## config.mk

```make
export PLATFORM = sky130hd
export DESIGN_NAME = sadc_host
export DESIGN_NICKNAME = d
export VERILOG_FILES = /design/src/rtl/sadc_pkg.sv /design/src/rtl/sadc_clkgen.sv /design/src/rtl/sadc_addr_tx.sv /design/src/rtl/sadc_capture.sv /design/src/rtl/sadc_host.sv
export SDC_FILE = /design/constraint.sdc
export NUM_CORES = 1
export LEC_CHECK = 0
export ABC_AREA = 1
export BUFFER_PORTS_ARGS = -buffer_cell sky130_fd_sc_hd__clkbuf_2
export CORE_ASPECT_RATIO = 2
export CORE_MARGIN = 2
export CORE_UTILIZATION = 63
export DETAILED_ROUTE_END_ITERATION = 8
export HOLD_SLACK_MARGIN = 0.02
export PLACE_DENSITY_LB_ADDON = 0.3
export SYNTH_ARGS = -nofsm -noshare
export SYNTH_HDL_FRONTEND = slang
export SYNTH_SLANG_ARGS = --single-unit
```

## constraint.sdc

```tcl
create_clock -name clk -period 5.2 [get_ports clk]
set_clock_uncertainty 0.15 [all_clocks]
set_input_delay 0 -clock clk [delete_from_list [all_inputs] [get_ports clk]]
set_output_delay 0 -clock clk [all_outputs]
set_load 0.005 [all_outputs]
```

## src/rtl/sadc_pkg.sv

```systemverilog
package sadc_pkg;

    typedef enum logic [2:0] {
        ST_IDLE,
        ST_ADDR,
        ST_SETTLE,
        ST_MSBF,
        ST_LSBF,
        ST_TAIL,
        ST_GAP
    } sadc_state_e;

    // States during which chip select is low and the serial clock runs.
    function automatic logic in_frame(sadc_state_e s);
        return (s == ST_ADDR) || (s == ST_SETTLE) || (s == ST_MSBF) ||
               (s == ST_LSBF) || (s == ST_TAIL);
    endfunction

endpackage

```

## src/rtl/sadc_clkgen.sv

```systemverilog
module sadc_clkgen #(
    parameter int DIV_W = 8
) (
    input  logic             clk,
    input  logic             rst_n,
    input  logic             run_i,
    input  logic [DIV_W-1:0] half_i,
    output logic             sclk_o,
    output logic             rise_o,
    output logic             fall_o
);
    logic [DIV_W-1:0] cnt_q;
    logic             sclk_q;
    logic             wrap;

    assign wrap   = run_i && (cnt_q == half_i - DIV_W'(1));
    assign rise_o = wrap && !sclk_q;
    assign fall_o = wrap && sclk_q;
    assign sclk_o = sclk_q;

    always_ff @(posedge clk or negedge rst_n) begin
        if (!rst_n) begin
            cnt_q  <= '0;
            sclk_q <= 1'b0;
        end else if (!run_i) begin
            cnt_q  <= '0;
            sclk_q <= 1'b0;
        end else if (wrap) begin
            cnt_q  <= '0;
            sclk_q <= !sclk_q;
        end else begin
            cnt_q  <= cnt_q + DIV_W'(1);
        end
    end
endmodule

```

## src/rtl/sadc_addr_tx.sv

```systemverilog
module sadc_addr_tx #(
    parameter int ADDR_N = 5
) (
    input  logic              clk,
    input  logic              rst_n,
    input  logic              load_i,
    input  logic [ADDR_N-1:0] word_i,
    input  logic              shift_i,
    input  logic              release_i,
    output logic              mosi_o,
    output logic              oe_o
);
    logic [ADDR_N-1:0] sr_q;
    logic              oe_q;

    always_ff @(posedge clk or negedge rst_n) begin
        if (!rst_n) begin
            sr_q <= '0;
            oe_q <= 1'b0;
        end else if (load_i) begin
            sr_q <= word_i;
            oe_q <= 1'b1;
        end else begin
            if (shift_i)   sr_q <= {sr_q[ADDR_N-2:0], 1'b0};
            if (release_i) oe_q <= 1'b0;
        end
    end

    assign mosi_o = oe_q && sr_q[ADDR_N-1];
    assign oe_o   = oe_q;
endmodule

```

## src/rtl/sadc_capture.sv

```systemverilog
module sadc_capture #(
    parameter int DATA_W = 8
) (
    input  logic              clk,
    input  logic              rst_n,
    input  logic              clr_i,
    input  logic              msb_en_i,
    input  logic              lsb_en_i,
    input  logic              bit_i,
    output logic [DATA_W-1:0] msb_o,
    output logic              agree_o
);
    logic [DATA_W-1:0] msb_q;
    logic [DATA_W-2:0] lsb_hi_q;
    logic [DATA_W-1:0] lsb_byte;
    logic [DATA_W-1:0] diff_bits;

    always_ff @(posedge clk or negedge rst_n) begin
        if (!rst_n) begin
            msb_q    <= '0;
            lsb_hi_q <= '0;
        end else if (clr_i) begin
            msb_q    <= '0;
            lsb_hi_q <= '0;
        end else begin
            if (msb_en_i) msb_q    <= {msb_q[DATA_W-2:0], bit_i};
            if (lsb_en_i) lsb_hi_q <= {bit_i, lsb_hi_q[DATA_W-2:1]};
        end
    end

    // The second copy reuses bit 0 of the first one.
    assign lsb_byte = {lsb_hi_q, msb_q[0]};

    genvar g;
    generate
        for (g = 0; g < DATA_W; g++) begin : g_cmp
            assign diff_bits[g] = lsb_byte[g] ^ msb_q[g];
        end
    endgenerate

    assign agree_o = (diff_bits == '0);
    assign msb_o   = msb_q;
endmodule

```

## src/rtl/sadc_host.sv

```systemverilog
module sadc_host
    import sadc_pkg::*;
#(
    parameter int NUM_CH = 8,
    parameter int DATA_W = 8,
    parameter int DIV_W  = 8,
    parameter int CS_GAP = 4,
    localparam int CHW   = $clog2(NUM_CH)
) (
    input  logic              clk,
    input  logic              rst_n,
    input  logic              start_i,
    input  logic [CHW-1:0]    chan_i,
    input  logic              diff_i,
    input  logic [DIV_W-1:0]  div_i,
    output logic              busy_o,
    output logic              done_o,
    output logic [DATA_W-1:0] result_o,
    output logic              mismatch_o,
    output logic              cs_n_o,
    output logic              sclk_o,
    output logic              mosi_o,
    output logic              mosi_oe_o,
    input  logic              miso_i
);
    localparam int ADDR_N = CHW + 2;
    localparam int CNT_W  = $clog2(ADDR_N + DATA_W);
    localparam int GAP_W  = $clog2(CS_GAP + 1);

    sadc_state_e       state_q, state_d;
    logic [CNT_W-1:0]  cnt_q;
    logic [GAP_W-1:0]  gap_q;
    logic [DIV_W-1:0]  half_q;
    logic              cs_n_q, done_q, mism_q;
    logic [DATA_W-1:0] result_q;
    logic              rise, fall, accept;
    logic [ADDR_N-1:0] word;
    logic [DATA_W-1:0] msb_byte;
    logic              agree;

    assign accept = (state_q == ST_IDLE) && start_i;

    // Assignment word: start, single-ended flag, odd select, then pair select.
    generate
        if (CHW > 1) begin : g_sel
            assign word = {1'b1, !diff_i, chan_i[0], chan_i[CHW-1:1]};
        end else begin : g_nosel
            assign word = {1'b1, !diff_i, chan_i[0]};
        end
    endgenerate

    sadc_clkgen #(.DIV_W(DIV_W)) clkgen_i (
        .clk    (clk),
        .rst_n  (rst_n),
        .run_i  (in_frame(state_q)),
        .half_i (half_q),
        .sclk_o (sclk_o),
        .rise_o (rise),
        .fall_o (fall)
    );

    sadc_addr_tx #(.ADDR_N(ADDR_N)) tx_i (
        .clk       (clk),
        .rst_n     (rst_n),
        .load_i    (accept),
        .word_i    (word),
        .shift_i   ((state_q == ST_ADDR) && fall),
        .release_i ((state_q == ST_SETTLE) && fall),
        .mosi_o    (mosi_o),
        .oe_o      (mosi_oe_o)
    );

    sadc_capture #(.DATA_W(DATA_W)) cap_i (
        .clk      (clk),
        .rst_n    (rst_n),
        .clr_i    (accept),
        .msb_en_i ((state_q == ST_MSBF) && rise),
        .lsb_en_i ((state_q == ST_LSBF) && rise),
        .bit_i    (miso_i),
        .msb_o    (msb_byte),
        .agree_o  (agree)
    );

    // Next-state decision.
    always_comb begin
        state_d = state_q;
        unique case (state_q)
            ST_IDLE:   if (start_i) state_d = ST_ADDR;
            ST_ADDR:   if (rise && cnt_q == CNT_W'(ADDR_N - 1)) state_d = ST_SETTLE;
            ST_SETTLE: if (rise) state_d = ST_MSBF;
            ST_MSBF:   if (rise && cnt_q == CNT_W'(DATA_W - 1)) state_d = ST_LSBF;
            ST_LSBF:   if (rise && cnt_q == CNT_W'(DATA_W - 2)) state_d = ST_TAIL;
            ST_TAIL:   if (fall) state_d = ST_GAP;
            ST_GAP:    if (gap_q == GAP_W'(CS_GAP - 1)) state_d = ST_IDLE;
            default:   state_d = ST_IDLE;
        endcase
    end

    // State register and its counters.
    always_ff @(posedge clk or negedge rst_n) begin
        if (!rst_n) begin
            state_q <= ST_IDLE;
            cnt_q   <= '0;
            gap_q   <= '0;
        end else begin
            state_q <= state_d;
            if (state_d != state_q)
                cnt_q <= '0;
            else if (rise && (state_q == ST_ADDR || state_q == ST_MSBF ||
                              state_q == ST_LSBF))
                cnt_q <= cnt_q + CNT_W'(1);
            gap_q <= (state_q == ST_GAP) ? gap_q + GAP_W'(1) : '0;
        end
    end

    // Registered outputs.
    always_ff @(posedge clk or negedge rst_n) begin
        if (!rst_n) begin
            cs_n_q   <= 1'b1;
            done_q   <= 1'b0;
            result_q <= '0;
            mism_q   <= 1'b0;
            half_q   <= DIV_W'(1);
        end else begin
            cs_n_q <= !in_frame(state_d);
            done_q <= (state_q == ST_TAIL) && fall;
            if ((state_q == ST_TAIL) && fall) begin
                result_q <= msb_byte;
                mism_q   <= !agree;
            end
            if (accept)
                half_q <= (div_i == '0) ? DIV_W'(1) : div_i;
        end
    end

    assign busy_o     = (state_q != ST_IDLE);
    assign done_o     = done_q;
    assign result_o   = result_q;
    assign mismatch_o = mism_q;
    assign cs_n_o     = cs_n_q;
endmodule

```

==> results of run 1 <==
[placed cells by master, fill, tap and decap left out, types with 2 or more instances in the layout]
cell,count
a21oi_1,10
a31oi_1,2
buf_4,2
clkbuf_2,30
clkbuf_8,9
clkinv_4,2
clkinvlp_4,2
dfrtp_1,57
dfstp_2,2
dlygate4sd3_1,16
ha_1,7
inv_1,49
inv_2,5
nand2_1,83
nand2_2,5
nand2_4,2
nand3_1,23
nand3_2,3
nand3b_1,2
nand4_1,6
nor2_1,40
nor2_2,4
nor2_4,2
nor3_1,5
nor3b_1,2
nor4_1,2
o21ai_0,24
o21ai_1,2
o21ai_2,2
o22ai_1,7
xnor2_1,6
xor2_1,9
[Yosys cell counts, types with 3 or more instances]
master    count  share of area, %
xnor2_1       6               1.7
nor3_1        5              0.82
xor2_1        9               2.6
nor2_1       40               4.9
o21ai_0      24               3.9
ha_1          7               2.9
nand4_1       6               1.2
nand2_2       5               1.0
dfrtp_1      57                47
nand2_1      83                10
inv_1        49               6.0
nand3_2       3              0.99
clkbuf_1      4              0.49
inv_2         5              0.62
o22ai_1       7               1.4
nand3_1      23               3.8
nor2_2        4              0.82
a21oi_1      10               1.6
[registers in the layout, summed over array words and instances (netlist names), 3 cells and up]
| name | count |
|---|---|
| clkgen_i.cnt_q | 8 |
| tx_i.sr_q | 5 |
| cap_i.lsb_hi_q | 7 |
| cap_i.msb_o | 8 |
| state_q | 3 |
| cnt_q | 4 |
| half_q | 8 |
| result_o | 8 |
| gap_q | 3 |
[critical path: cells and delay by family, from the launching register on]
family,cells,cell delay [ns]
simple gates,13,1.38
flops,1,0.56
fa+ha+maj,1,0.29
buf+inv,3,0.25
[final cells by class]
type / instances / area share (%)
clock buffer: 9 / 3.42
clock inverter: 7 / 2.11
inverter: 54 / 5.60
multi-input combinational: 253 / 37.1
sequential: 59 / 40.9
tap: 55 / 1.90
timing repair buffer: 48 / 8.99
[metrics by stage]
stage / area [um2] / worst slack [ns] / hold WS (ns) / total power, mW
after detailed placement: 3260 / 2.52 / 0.0399 / 0.487
after floorplan: 3050 / 2.80 / -0.446 / 0.471
after CTS: 3620 / 2.48 / 0.205 / 0.913
after global placement: 3260 / 2.65 / 0.0337 / 0.487
final: 3620 / 2.48 / 0.176 / 0.907
after global routing: 3620 / 2.24 / 0.272 / 0.936
[cell families (layout without fill, tap and decap cells)]
| family | after synthesis | after routing | share of synthesized area (%) |
|---|---|---|---|
| adders and majority gates | 7 | 7 | 2.88 |
| DFF | 59 | 59 | 48.6 |
| xor gates and xnor gates | 15 | 15 | 4.31 |
| buffers and inverters | 59 | 118 | 7.31 |
| and+or+nand+nor | 182 | 182 | 28.0 |
| AOI/OAI and AO/OA | 49 | 49 | 8.96 |
[repair_timing]
item,in CTS,in global routing
setup buffers,0,0
hold endpoints to repair,72,0
hold buffers,16,0
[layer usage]
metal	part of all wire [%]	vias up
li1	-	1293
met1	34	1294
met2	57	75
met3	3.4	41
met4	5.5	0
met5	0	-
[report_power, final]
part,switching (mW),internal [mW],total (mW)
registers,0.000523,0.460,0.460
clock network,0.195,0.223,0.418
logic,0.0152,0.0127,0.0279
[worst min path at each step]
stage,start,endpoint,slack [ns],cells past startpoint
6_report,rst_n,cnt_q[3],0.18,3
5_1_grt,rst_n,clkgen_i.cnt_q[2],0.27,3
4_1_cts,rst_n,cnt_q[3],0.20,3
3_5_place_dp,rst_n,cnt_q[3],0.04,2
3_3_place_gp,rst_n,clkgen_i.cnt_q[4],0.03,2
2_1_floorplan,rst_n,cap_i.lsb_hi_q[0],-0.45,0
==> metrics.csv, run 1 <==
metric;value;unit
dieWidth;53.2;um
avgSynthCellArea;8.21;um2
diodes;0;
cts_root_buffer;clkbuf_8;
drive_gt1_share;17.7;%
cts.clk_slew.worst_paths;0.07;ns
clock-sinks;59;
fin_nets;448;
cp_slowest_stage_delay;0.56;ns
hold_violations;0;
utilization;78.0;%
rsz0062_at_grt;no;
worst_pin_slew;0.739;ns
ys_seq_area_share;48.6;%
ir_worst_vdd;327;uV
cap_violations;0;
crit_chain;inv_2 > ha_1 > inv_1 > nand2_1 > nand2_1 > nor2_1 > nand2_1 > nor2_2 > nand3_2 > nor2_4 > nand3_1 > inv_2 > nand2_4 > nand4_2 > nand2_1 > nand3_2 > nor2_1;
insertion_delay;0.35;ns
yosys_most_used_dff;dfrtp_1;
crit_type;flip-flop to flip-flop;
firstDrtPassIters;5;
fin_crit_sh;52.4;%
ys_types;33;
crit_end;cnt_q[2];
r2r_cells;17;
cts_max_level;3;
cp-end-kind;flip-flop;
place_inst;453;
core-area;4640;um2
post_drt_wl_per_cell;15.5;um
met3_usage;8.48;%
die-height;102;um
place_hpwl;5100;um
routed_wl;7530;um
fin_cells;485;
grt_max_degree;60;
io_buffer_count;30;
drc;0;
slew_headroom;50.7;%
p_leak;1.88;nW
grt_overflow;0;
period_needed;2.72;ns
grt_pass1_vias;2863;
cts_tree;yes;
worstReg2RegEnd;cnt_q[2];
finalMaxSlewViolations;0;
synth_warnings;0;
async_reset_ff_share;100;%
grt_pass1_wl;12300;um
start_util;65.6;%
numCtsBuffers;9;
use_met1;29.8;%
rows;35;
io_pins;31;
cp_max_fo;19;
grt_busiest_layer;met2;
area_delta_synth_final;18.9;%
multi_input_area;1340;um2
synth-edff-count;0;
cts_resized;0;
nFillCells;348;
required;5.28;ns
r2r-start;half_q[0];
drt-initial-drc-count;84;
postRouteAntennaNets;0;
hold_class;input pin to async pin;
die_area;5440;um2
final-setup-viol-count;0;
cpMaxStageDelayCell;dfstp_2;
netlist_instances;371;
arrival;2.81;ns
outcome;finished, final reports clean;
ff_latch_area;1480;um2
antenna_found_initial;0;
grt.total_usage;32.4;%
via_per_inst;5.57;
fmax;367;MHz
met2_usage;59.4;%
cp-start-kind;flip-flop;
gp_congestion;0.826;
path_common_cell;nand2_1;
synth_fp_nets;394;
clock_path_buffers;2;
syn-cell-area;3050;um2
vias;2703;
p_per_area;250;nW/um2
fin_tns_setup;0;ns
ys_ff_latch;59;
worstSetupStartpoint;half_q[0];
ff2ff_setup_slack;2.48;ns
(Power assumes the default switching activity.)
==> run 2, diff against run 1 <==
--- a/config.mk
+++ b/config.mk
@@ -9,7 +9,7 @@
 export BUFFER_PORTS_ARGS = -buffer_cell sky130_fd_sc_hd__clkbuf_2
 export CORE_ASPECT_RATIO = 2
 export CORE_MARGIN = 2
-export CORE_UTILIZATION = 63
+export CORE_UTILIZATION = 53
 export DETAILED_ROUTE_END_ITERATION = 8
 export HOLD_SLACK_MARGIN = 0.02
 export PLACE_DENSITY_LB_ADDON = 0.3
==> constraint.sdc (replaced) <==
create_clock -name clk -period 2.2 [get_ports clk]
set_clock_uncertainty 0.15 [all_clocks]
set_input_delay 0 -clock clk [delete_from_list [all_inputs] [get_ports clk]]
set_output_delay 0 -clock clk [all_outputs]
set_load 0.005 [all_outputs]
==> run 2 against run 1 <==
Against the previous run:
- the flow now finishes with violations (setup timing)
- worst setup slack got worse by 2.8 ns
- via count rose by 5.6%
- clock power grew to 3.3 times the previous value
- critical path type unchanged
- global-route usage is 7.9 points lower
==> metrics.csv, run 2 (same netlist as run 1, synthesis figures left out) <==
metric;value;unit;change
outcome;complete, but fails checks;;was finished, final reports clean
violations;setup timing;;
final-setup-viol-count;48;;was 0
cap_violations;0;;unchanged
hold_class;input pin to async pin;;unchanged
slew_headroom;65.4;%;was 50.7%
drc;0;;unchanged
cp_max_fo;4;;was 19
postRouteAntennaNets;0;;unchanged
drt-initial-drc-count;189;;was 84
drive_gt1_share;32.8;%;was 17.7%
power_frac_seq;43.2;%;was 50.8%
final_cell_mix;73 x nand2_1, 57 x dfrtp_1, 46 x inv_1;;was 83 x nand2_1, 57 x dfrtp_1, 49 x inv_1
utilization;78.0;%;about the same
routed_wl;7890;um;was 7530 um
p_leak;2.19;nW;was 1.88 nW
rows;39;;was 35
finalMaxSlewViolations;0;;unchanged
vias;2855;;was 2703
fin_ws;-0.361;ns;was 2.48 ns
place_hpwl;4670;um;was 5100 um
fin_cells;521;;was 485
grt_overflow;0;;unchanged
clock_path_buffers;2;;unchanged
place_inst;475;;was 453
rsz0062_at_grt;yes;;was no
internal-power;2.02;mW;was 0.695 mW
cts_tree;yes;;unchanged
swShare;20.1;%;was 23.3%
numCtsBuffers;9;;unchanged
dieWidth;57.6;um;was 53.2 um
hold_violations;0;;unchanged
cp-start-kind;flip-flop;;unchanged
post_drt_wl_per_cell;15.2;um;was 15.5 um
period_needed;2.56;ns;was 2.72 ns
grt_pass1_wl;12200;um;was 12300 um
firstDrtPassIters;5;;unchanged
arrival;2.67;ns;was 2.81 ns
io_buffer_count;30;;unchanged
worst_pin_slew;0.517;ns;was 0.739 ns
clock_power_share;54.1;%;was 46.2%
core-area;5610;um2;was 4640 um2
io_pins;31;;unchanged
nFillCells;341;;was 348
fin_nets;479;;was 448
grt_max_degree;44;;was 60
cp-end-kind;flip-flop;;unchanged
switchingPower;0.507;mW;was 0.211 mW
insertion_delay;0.33;ns;was 0.35 ns
fin_crit_sh;116;%;was 52.4%
via_per_inst;5.48;;was 5.57
cts_max_level;3;;unchanged
share_comb_of_total_power;2.7;%;was 3.1%
gp_congestion;0.862;;was 0.826
layout_commonest_cell;nand2_1;;unchanged
cts_root_buffer;clkbuf_16;;was clkbuf_8
crit_type;flip-flop to flip-flop;;unchanged
ff2ff_setup_slack;-0.36;ns;was 2.48 ns
fmax;391;MHz;was 367 MHz
p_per_area;576;nW/um2;was 250 nW/um2
grt_pass1_vias;2745;;was 2863
die_area;6410;um2;was 5440 um2
ir_worst_vdd;657;uV;was 327 uV
area_delta_synth_final;43.8;%;was 18.9%
grt.total_usage;24.5;%;was 32.4%
clock-sinks;59;;unchanged
start_util;54.3;%;was 65.6%
cts.clk_slew.worst_paths;0.05;ns;was 0.07 ns
finalPower;2.52;mW;was 0.907 mW
die-height;111;um;was 102 um
antenna_found_initial;0;;unchanged
diodes;0;;unchanged
required;2.31;ns;was 5.28 ns
## run 2: final cells by class
cell class,instances,area [um2],share of cell area [%]
multi-input cells,254,1640,37.4
flip-flops and latches,59,1480,33.8
repair buffers,78,682,15.6
clock buffers,10,239,5.46
inverters,54,210,4.80
well taps,61,76.3,1.74
clock inverters,5,53.8,1.23
## run 2: layer usage
layer	share of wire [%]	global-route usage (%)	vias up
met4	1.9	13.2	0
li1	-	-	1369
met3	4.5	5.25	16
met1	40	30.4	1396
met5	0	0	-
met2	54	38.9	74
## run 2: worst paths after layout
kind,start,depth (start not counted),endpoint
max,half_q[0],16,cnt_q[2]
min,rst_n,2,half_q[1]
max reg2reg,half_q[0],16,cnt_q[2]
min reg2reg,gap_q[0],1,gap_q[0]
max in group asynchronous,rst_n,3,cs_n_o
min in group clk,gap_q[0],1,gap_q[0]
## run 2: worst max-delay path, stage by stage, from the launching register on
cell and delay, ns:
dfstp_2 0.55, inv_4 0.04, ha_4 0.26, inv_2 0.03
nand2_1 0.04, nand2_1 0.04, nor2_1 0.08, nand2_1 0.06
nor2_2 0.12, nand3_2 0.11, nor2_4 0.19, nand4_1 0.17
nand2_2 0.14, nand3_2 0.11, o21bai_2 0.14, nand3_2 0.14
nor2_1 0.12
## run 2: what timing repair did
item	in CTS	in global routing
endpoints found under the setup margin	38	48
pin swaps	9	9
gates resized for setup	37	48
hold buffers	15	0
hold endpoints to repair	73	0
gates cloned	3	1
buffers inserted	5	10
## run 2: power by group through the flow
stage / clock network [mW] / logic, mW / registers, mW
after CTS: 1.38 / 0.0671 / 1.09
after global placement: 0 / 0.0444 / 1.11
after detailed placement: 0 / 0.0457 / 1.11
after global routing: 1.43 / 0.0765 / 1.09
after floorplan: 0 / 0.00480 / 1.11
final: 1.36 / 0.0681 / 1.09
## run 2: metrics by stage
step / instance area, um2 / setup TNS, ns / setup slack (ns) / hold WS [ns]
finish: 4380 / -11.89 / -0.361 / 0.0178
global route: 4380 / -17.69 / -0.495 / 0.0437
CTS: 4130 / -9.03 / -0.322 / 0.0245
detailed placement: 3460 / -7.16 / -0.293 / -0.178
global placement: 3460 / -5.18 / -0.232 / -0.188
floorplan: 3090 / -1.47 / -0.185 / -0.446
